[src/rtl/bitio_pkg.sv]
package bitio_pkg;

    localparam int DW       = 8;
    localparam int FLAG_W   = DW / 2;
    localparam int SLOT_W   = 3;
    localparam int GRP_SIZE = 2 ** SLOT_W;

    localparam logic [SLOT_W-1:0] SLOT_STAT = 3'd5;
    localparam logic [SLOT_W-1:0] SLOT_HALF = 3'd6;
    localparam logic [SLOT_W-1:0] SLOT_RSV  = 3'd7;

    typedef enum logic [2:0] {
        OP_NONE   = 3'd0,
        OP_IO_RD  = 3'd1,
        OP_IO_WR  = 3'd2,
        OP_MEM_RD = 3'd3,
        OP_MEM_WR = 3'd4,
        OP_BSET   = 3'd5,
        OP_BCLR   = 3'd6,
        OP_BTST   = 3'd7
    } op_e;

    typedef enum logic [1:0] {
        WM_WORD = 2'd0,
        WM_SET  = 2'd1,
        WM_CLR  = 2'd2
    } wmode_e;

    // bits that hold state in a register of the given slot
    function automatic logic [DW-1:0] impl_mask(input logic [SLOT_W-1:0] slot);
        if (slot == SLOT_RSV)       return '0;
        else if (slot == SLOT_HALF) return {{(DW-FLAG_W){1'b0}}, {FLAG_W{1'b1}}};
        else                        return '1;
    endfunction

    // write-one-to-clear flag bits of the given slot
    function automatic logic [DW-1:0] w1c_mask(input logic [SLOT_W-1:0] slot);
        if (slot == SLOT_STAT) return {{FLAG_W{1'b1}}, {(DW-FLAG_W){1'b0}}};
        else                   return '0;
    endfunction

endpackage

[src/rtl/bitio_addr_dec.sv]
module bitio_addr_dec
    import bitio_pkg::*;
#(
    parameter int IO_AW     = 6,
    parameter int BUS_AW    = 7,
    parameter int DS_OFFSET = 32,
    parameter int WIN_AW    = 5
) (
    input  op_e               op,
    input  logic [BUS_AW-1:0] addr,
    output logic [IO_AW-1:0]  idx,
    output logic              rd_hit,
    output logic              wr_hit,
    output logic              tst_hit,
    output logic              bad_bit,
    output wmode_e            wmode
);
    localparam int IO_WORDS = 2 ** IO_AW;
    localparam int WIDE     = BUS_AW + 1;

    logic [WIDE-1:0]   a_w;
    logic [BUS_AW-1:0] mem_rel;
    logic              io_in;
    logic              mem_in;
    logic              win_in;

    assign a_w     = {1'b0, addr};
    assign mem_rel = addr - BUS_AW'(DS_OFFSET);
    assign io_in   = a_w < WIDE'(IO_WORDS);
    assign mem_in  = (a_w >= WIDE'(DS_OFFSET)) && (a_w < WIDE'(DS_OFFSET + IO_WORDS));
    assign win_in  = a_w < WIDE'(2 ** WIN_AW);

    always_comb begin
        idx     = addr[IO_AW-1:0];
        rd_hit  = 1'b0;
        wr_hit  = 1'b0;
        tst_hit = 1'b0;
        bad_bit = 1'b0;
        wmode   = WM_WORD;
        unique case (op)
            OP_IO_RD:  rd_hit = io_in;
            OP_IO_WR:  wr_hit = io_in;
            OP_MEM_RD: begin
                idx    = mem_rel[IO_AW-1:0];
                rd_hit = mem_in;
            end
            OP_MEM_WR: begin
                idx    = mem_rel[IO_AW-1:0];
                wr_hit = mem_in;
            end
            OP_BSET: begin
                wr_hit  = win_in;
                bad_bit = !win_in;
                wmode   = WM_SET;
            end
            OP_BCLR: begin
                wr_hit  = win_in;
                bad_bit = !win_in;
                wmode   = WM_CLR;
            end
            OP_BTST: begin
                tst_hit = win_in;
                bad_bit = !win_in;
            end
            default: ;
        endcase
    end
endmodule

[src/rtl/bitio_merge.sv]
module bitio_merge
    import bitio_pkg::*;
(
    input  logic [DW-1:0]     cur,
    input  logic [DW-1:0]     wdata,
    input  logic [2:0]        bit_sel,
    input  wmode_e            wmode,
    input  logic [SLOT_W-1:0] slot,
    output logic [DW-1:0]     nxt
);
    logic [DW-1:0] src;
    logic [DW-1:0] onehot;
    logic [DW-1:0] plain_m;
    logic [DW-1:0] flag_m;

    assign onehot  = DW'(1) << bit_sel;
    assign flag_m  = w1c_mask(slot);
    assign plain_m = impl_mask(slot) & ~flag_m;

    always_comb begin
        unique case (wmode)
            WM_SET:  src = cur | onehot;
            WM_CLR:  src = cur & ~onehot;
            default: src = wdata;
        endcase
        // plain bits take the source, flags survive only where the source holds 0
        nxt = (src & plain_m) | (cur & flag_m & ~src);
    end
endmodule

[src/rtl/bitio_regspace.sv]
module bitio_regspace
    import bitio_pkg::*;
#(
    parameter int IO_AW     = 6,
    parameter int BUS_AW    = 7,
    parameter int DS_OFFSET = 32,
    parameter int WIN_AW    = 5,
    localparam int IO_WORDS = 2 ** IO_AW,
    localparam int GROUPS   = IO_WORDS / GRP_SIZE,
    localparam int HW_W     = GROUPS * FLAG_W
) (
    input  logic              clk,
    input  logic              rst,
    input  op_e               op,
    input  logic [BUS_AW-1:0] addr,
    input  logic [DW-1:0]     wdata,
    input  logic [2:0]        bit_sel,
    input  logic [HW_W-1:0]   hw_set,
    output logic [DW-1:0]     rdata,
    output logic              test_bit,
    output logic              bit_err
);
    typedef struct packed {
        logic [IO_WORDS-1:0][DW-1:0] regs;
        logic                        err;
    } state_t;

    state_t state_d, state_q;

    logic [IO_WORDS-1:0][DW-1:0] regs_q;
    logic [IO_WORDS-1:0][DW-1:0] set_vec;
    logic [IO_AW-1:0]            idx;
    logic                        rd_hit, wr_hit, tst_hit, bad_bit;
    wmode_e                      wmode;
    logic [DW-1:0]               cur, merged;

    assign regs_q = state_q.regs;

    bitio_addr_dec #(
        .IO_AW(IO_AW), .BUS_AW(BUS_AW), .DS_OFFSET(DS_OFFSET), .WIN_AW(WIN_AW)
    ) i_dec (
        .op(op), .addr(addr), .idx(idx), .rd_hit(rd_hit), .wr_hit(wr_hit),
        .tst_hit(tst_hit), .bad_bit(bad_bit), .wmode(wmode)
    );

    assign cur = regs_q[idx];

    bitio_merge i_merge (
        .cur(cur), .wdata(wdata), .bit_sel(bit_sel), .wmode(wmode),
        .slot(idx[SLOT_W-1:0]), .nxt(merged)
    );

    // route each group's set lines onto the flag half of its status register
    for (genvar i = 0; i < IO_WORDS; i++) begin : g_set
        if ((i % GRP_SIZE) == int'(SLOT_STAT)) begin : g_stat
            assign set_vec[i] = {hw_set[(i / GRP_SIZE) * FLAG_W +: FLAG_W], {(DW-FLAG_W){1'b0}}};
        end else begin : g_plain
            assign set_vec[i] = '0;
        end
    end

    always_comb begin
        state_d     = state_q;
        state_d.err = bad_bit;
        if (wr_hit) begin
            state_d.regs[idx] = merged;
        end
        // set lines applied last so a same-cycle clear loses
        state_d.regs = state_d.regs | set_vec;
    end

    always_ff @(posedge clk) begin
        if (rst) state_q <= '0;
        else     state_q <= state_d;
    end

    assign rdata    = rd_hit  ? cur          : '0;
    assign test_bit = tst_hit ? cur[bit_sel] : 1'b0;
    assign bit_err  = state_q.err;
endmodule

[config.mk]
export PLATFORM = sky130hd
export DESIGN_NAME = bitio_regspace
export DESIGN_NICKNAME = d
export VERILOG_FILES = /design/src/rtl/bitio_pkg.sv /design/src/rtl/bitio_addr_dec.sv /design/src/rtl/bitio_merge.sv /design/src/rtl/bitio_regspace.sv
export SDC_FILE = /design/constraint.sdc
export NUM_CORES = 1
export LEC_CHECK = 0
export BUFFER_PORTS_ARGS = -buffer_cell sky130_fd_sc_hd__buf_2
export CAP_MARGIN = 20
export CORE_ASPECT_RATIO = 0.8
export CORE_UTILIZATION = 30
export DETAILED_ROUTE_END_ITERATION = 16
export PLACE_DENSITY_LB_ADDON = 0.08
export SLEW_MARGIN = 15
export SYNTH_ARGS = -nofsm -noshare
export SYNTH_HDL_FRONTEND = slang
export SYNTH_SLANG_ARGS = --single-unit
export TNS_END_PERCENT = 100
[constraint.sdc]
create_clock -name clk -period 6.2 [get_ports clk]
set_clock_uncertainty 0.2 [all_clocks]
set_input_delay 0.62 -clock clk [delete_from_list [all_inputs] [get_ports clk]]
set_output_delay 0.62 -clock clk [all_outputs]
set_load 0.02 [all_outputs]
==> results.tsv, run 1 <==
metric	value	unit
Gate Count Post-Synth	2459	
share of layout cells above drive strength 1	11.9	%
RSZ-0062 raised after global routing	no	
f_max	200	MHz
Mean Syn Cell Area	9.11	um2
top-level I/O count	65	
outcome	completed	
Total Neg Setup Slack	0	ps
crit path DAT	4170	ps
Die Ht	246	um
CTS tree	built	
largest area contributor in the netlist	dfxtp_1	
Post-route DRC	0	
Worst path max stage delay	830	ps
crit end category	output pin	
CP startpoint kind	primary input	
clock latency on the worst-skew pair	620	ps
count leader, synth	dfxtp_1	
Final Util	34.6	%
Post-synth EDFFs	0	
vias after detailed routing	18500	
Post-synth top cells	dfxtp_1 (513), nor2_1 (502), a211oi_1 (418)	
Max Cap Viol	0	
initial core utilization	30.3	%
ant diodes	0	
area grow syn2layout	13.9	%
postcts setup bufs	0	
Clock Root Buffer	clkbuf_16	
clock slew at reported path FFs	60	ps
FFs w/ async S/R, synth	0	%
design area	25500	um2
clock tree sinks	513	
H-tree lvl count	2	
hold path start	hw_set[28]	
synth top area cells	dfxtp_1 (46%), a211oi_1 (14%), nor2_1 (8.4%)	
CP cell instances	buf_8 -> and2_4 -> a22o_1 -> a22oi_1 -> o22ai_1 -> nor4_2 -> buf_4 -> a22o_1 -> o31ai_1 -> buf_2	
setup ws final	1210	ps
Worst EP required	5380	ps
Hold Crit Endpoint	regs_q[492]$_SDFF_PP0_	
Die W	307	um
Yosys warning count	0	
global-route wire length before repair	121000	um
GPL Wtd Cong	0.848	
CTS-repair resized insts	0	
Area after DPL	23700	um2
Hold Path Cell Cnt	3	
slowest CP cell	and2_4	
most used cell, CP	a22o_1	
vias in the first global route	17200	
gr ovfl total	0	
register area share after synthesis	45.9	%
GRT Util Overall	21.5	%
worst-case clock buffer depth	3	
Peak supply drop	0.197	mV
NumNets Final	2500	
CTS Buf Count	57	
PwrDens	281	nW/um2
post-synthesis cell type count	59	
Post-Place Worst Slack	1210	ps
DRT iter0 DRCs	1556	
Primary FF master, synth	dfxtp_1	
Slew headroom	27.1	%
Fillers	7591	
largest net degree at the start of global routing	120	
fin crit period	4990	ps
top cell type's share of synthesized area	45.9	%
antenna violations before repair	2	
Worst R2R Start	regs_q[173]$_SDFF_PP0_	
WL/cell	23.7	um
IO Port Bufs	64	
final setup violation count	0	
Max Slew Vio Count	0	
pin slew with the least headroom to its limit	1090	ps
period utilisation layout	80.5	%
Final ANT Viol Nets	0	
vias per cell	5.33	
core area	73800	um2
Pleak	0.00832	uW
row cnt	89	
HPWL after DPL	52000	um
CP max FO	62	
FF-to-FF path depth	9	
DIE AREA	75800	um2
Yosys reg bits	513	
Multi-input gate area	10800	um2
Final Hold Viols	0	
Mapped Nets	2518	
final wirelength	82300	um
Post-Syn Area	22400	um2
Hold WC Path Type	primary input to register	
total area of sequential cells	10300	um2
drt first pass iters	6	
r2r setup slk	2460	ps
WS Path Type	primary input to output pin	
-- metrics by stage --
step,total power [uW],hold WS [ps],instances
after floorplan,3790,224,2459
after global placement,4030,239,3364
after detailed placement,4040,245,3369
after CTS,7270,2.68,3472
after global routing,7440,21.3,3476
final,7170,30.7,3476
-- critical path: cells and delay by family --
family                 cells  cell delay [ps]
AOI/OAI and AO/OA          5             1590
buffers and inverters      3              920
and+or+nand+nor            2              920
-- final cells by class --
| class | count | area share [%] |
|---|---|---|
| Multi-Input combinational cell | 1641 | 42.3 |
| Timing Repair Buffer | 163 | 4.94 |
| Tap cell | 1001 | 4.91 |
| Sequential cell | 513 | 40.3 |
| Inverter | 65 | 0.956 |
| Clock buffer | 85 | 6.44 |
| Clock inverter | 8 | 0.211 |
-- layout by cell type, fill, tap and decap left out, drive strengths merged, types with 19 or more instances in the layout --
cell type,count
inv,65
a22o,55
nor3,19
nor2,506
buf,152
o21ai,51
o22ai,40
and2,99
o221ai,52
a21oi,23
a22oi,46
dfxtp,513
clkbuf,86
mux2i,120
a31oi,41
nor2b,41
a211oi,418
-- per-layer routing --
metal  vias to the layer above  part of all wire [%]  global-route usage, %
li1                       8955                     -                      -
met1                      8988                    52                   33.3
met4                         0                   1.8                   4.68
met2                       491                    41                   30.4
met3                        98                   5.9                   3.56
met5                         -                     0                      0
-- worst max-delay path by stage --
stage,start,end,slack (ps),cells after the start
floorplan,addr[1],test_bit,2670,11
global placement,addr[2],test_bit,1240,10
detailed placement,addr[2],register,1210,12
CTS,addr[2],test_bit,1300,10
global route,addr[2],test_bit,1170,10
finish,addr[2],test_bit,1210,10
-- power breakdown --
group	switching (uW)	internal (uW)	leakage, uW
logic	465	174	0.00335
clock network	1400	1810	0.000831
registers	13.7	3320	0.00414
-- what timing repair did --
item | 4_1_cts | 5_1_grt
hold buffers | 10 | 0
setup endpoints to repair | 0 | 0
endpoints found under the hold margin | 10 | 0
-- cells by family (layout without fill, tap and decap cells) --
group,count (synthesis),after routing,share of synthesized area [%]
AO/OA/AOI/OAI,773,773,25.8
AND/OR/NAND/NOR,727,727,15.0
flip-flops,513,513,45.9
buffers and inverters,305,321,6.60
multiplexers,137,137,6.52
adder cells (fa/ha/maj),4,4,0.223
Note: power is estimated with default switching activity, not from simulation.
==> run 2, diff against run 1 <==
clock period = 4.5 ns   (was 6.2 ns; I/O delays follow)
==> results.tsv, run 2 (synthesized netlist as in run 1, its figures left out) <==
metric	value	unit
total power	10400	uW
Final ANT Viol Nets	0	
Hold WC Path Type	primary input to register	
vias after detailed routing	18900	
Max Used Layer	met5	
CTS-repair resized insts	0	
Logic pwr share	9.3	%
final setup violation count	0	
ant diodes	0	
WL met3	4910	um
slowest CP cell	a222oi_1	
core area	73800	um2
final wirelength	83800	um
Fillers	7567	
Multi-input gate area	10800	um2
Die W	307	um
Pleak	0.00890	uW
Max Cap Viol	0	
CTS Buf Count	57	
row cnt	89	
internal power	7720	uW
area grow syn2layout	18.6	%
CP max FO	33	
NumNets Final	2587	
most used cell, CP	buf_4	
Met2 Wirelength	34200	um
Post-route DRC	0	
commonest non-fill, non-tap cell in the layout	dfxtp_1	
Max Slew Vio Count	0	
share of layout cells above drive strength 1	14.3	%
f_max	231	MHz
switching power	2710	uW
vias per cell	5.28	
IO Port Bufs	64	
sum of buffers and inverters on the critical path	5	
largest net degree at the start of global routing	118	
initial core utilization	30.3	%
drt first pass iters	5	
Clock Root Buffer	clkbuf_16	
Worst path max stage delay	690	ps
top-level I/O count	65	
pin slew with the least headroom to its limit	1010	ps
Die Ht	246	um
period utilisation layout	96.3	%
Peak supply drop	0.283	mV
vias in the first global route	18100	
DRT iter0 DRCs	1552	
CP cell instances	buf_8 -> nand2b_2 -> buf_12 -> buf_4 -> o221ai_1 -> a222oi_1 -> o22ai_1 -> nor4_4 -> a22oi_1 -> o2111ai_1 -> o31ai_1 -> buf_4 -> buf_2	
clock latency on the worst-skew pair	650	ps
global-route wire length before repair	124000	um
Total Neg Setup Slack	0	ps
gr ovfl total	0	
worst-case clock buffer depth	3	
Slew headroom	32.3	%
Worst EP required	3850	ps
delay-heaviest family, CP	compound AO/OA/AOI/OAI gates	
HPWL after DPL	55200	um
antenna violations before repair	3	
most frequent cells in the layout	dfxtp_1 (513), nor2_1 (501), a211oi_1 (418)	
CTS tree	built	
post-route insts no fill	3572	
switching part of the total	26.0	%
power share of the clock group	46.7	%
DIE AREA	75800	um2
RSZ-0062 raised after global routing	no	
crit end category	output pin	
total area of sequential cells	10300	um2
crit path DAT	3680	ps
Final Hold Viols	0	
WL/cell	23.5	um
GPL Wtd Cong	0.839	
GRT Util Overall	22.0	%
WS Path Type	primary input to output pin	
H-tree lvl count	2	
clock slew at reported path FFs	60	ps
dpl cells	3437	
sequential power share	44.1	%
PwrDens	393	nW/um2
Metal-1 WL	42700	um
fin crit period	4330	ps
outcome	completed	
CP startpoint kind	primary input	
clock tree sinks	513	
==> run 2: power by group through the flow <==
stage	clock [uW]	combinational, uW	sequential (uW)
finish	4870	965	4590
global route	5170	1020	4590
CTS	4990	962	4590
detailed placement	0	938	4690
global placement	0	934	4690
floorplan	0	541	4680
==> run 2: area by class of cell <==
cell class / count / area share, %
Timing Repair Buffer: 250 / 7.91
Multi-Input combinational cell: 1641 / 40.5
Inverter: 65 / 0.918
Clock inverter: 18 / 1.02
Sequential cell: 513 / 38.7
Clock buffer: 84 / 6.24
Tap cell: 1001 / 4.71
==> run 2: worst min-delay path, stage by stage <==
cell and delay [ps]:
buf_2 140, nand3_1 160, a211oi_1 100
==> run 2: worst paths after layout <==
check	slack [ps]	depth (start not counted)	to	from
max	170	13	test_bit	addr[2]
min	60	3	bit_err$_SDFF_PP0_	op[2]
max reg2reg	810	10	register	regs_q[111]$_SDFF_PP0_
min reg2reg	260	1	register	register
==> run 2: layer usage <==
layer	vias up	global-route usage, %
li1	9139	-
met1	9156	33.2
met2	469	31.4
met3	111	4.09
met4	2	5.93
met5	-	0
==> run 2: per-stage QoR <==
step | setup WS [ps] | hold WS, ps | area (um2) | util (%)
6_report | 166 | 60.9 | 26600 | 36.0
5_1_grt | 91.7 | 61.4 | 26600 | 36.0
4_1_cts | 277 | 4.68 | 26600 | 36.0
3_5_place_dp | 277 | 244 | 24300 | 32.9
3_3_place_gp | 298 | 241 | 24300 | 32.9
2_1_floorplan | 1310 | 224 | 22400 | -
==> run 2: repair_timing <==
action,4_1_cts,5_1_grt
endpoints found under the hold margin,32,0
buffers inserted,0,0
hold buffers,32,0
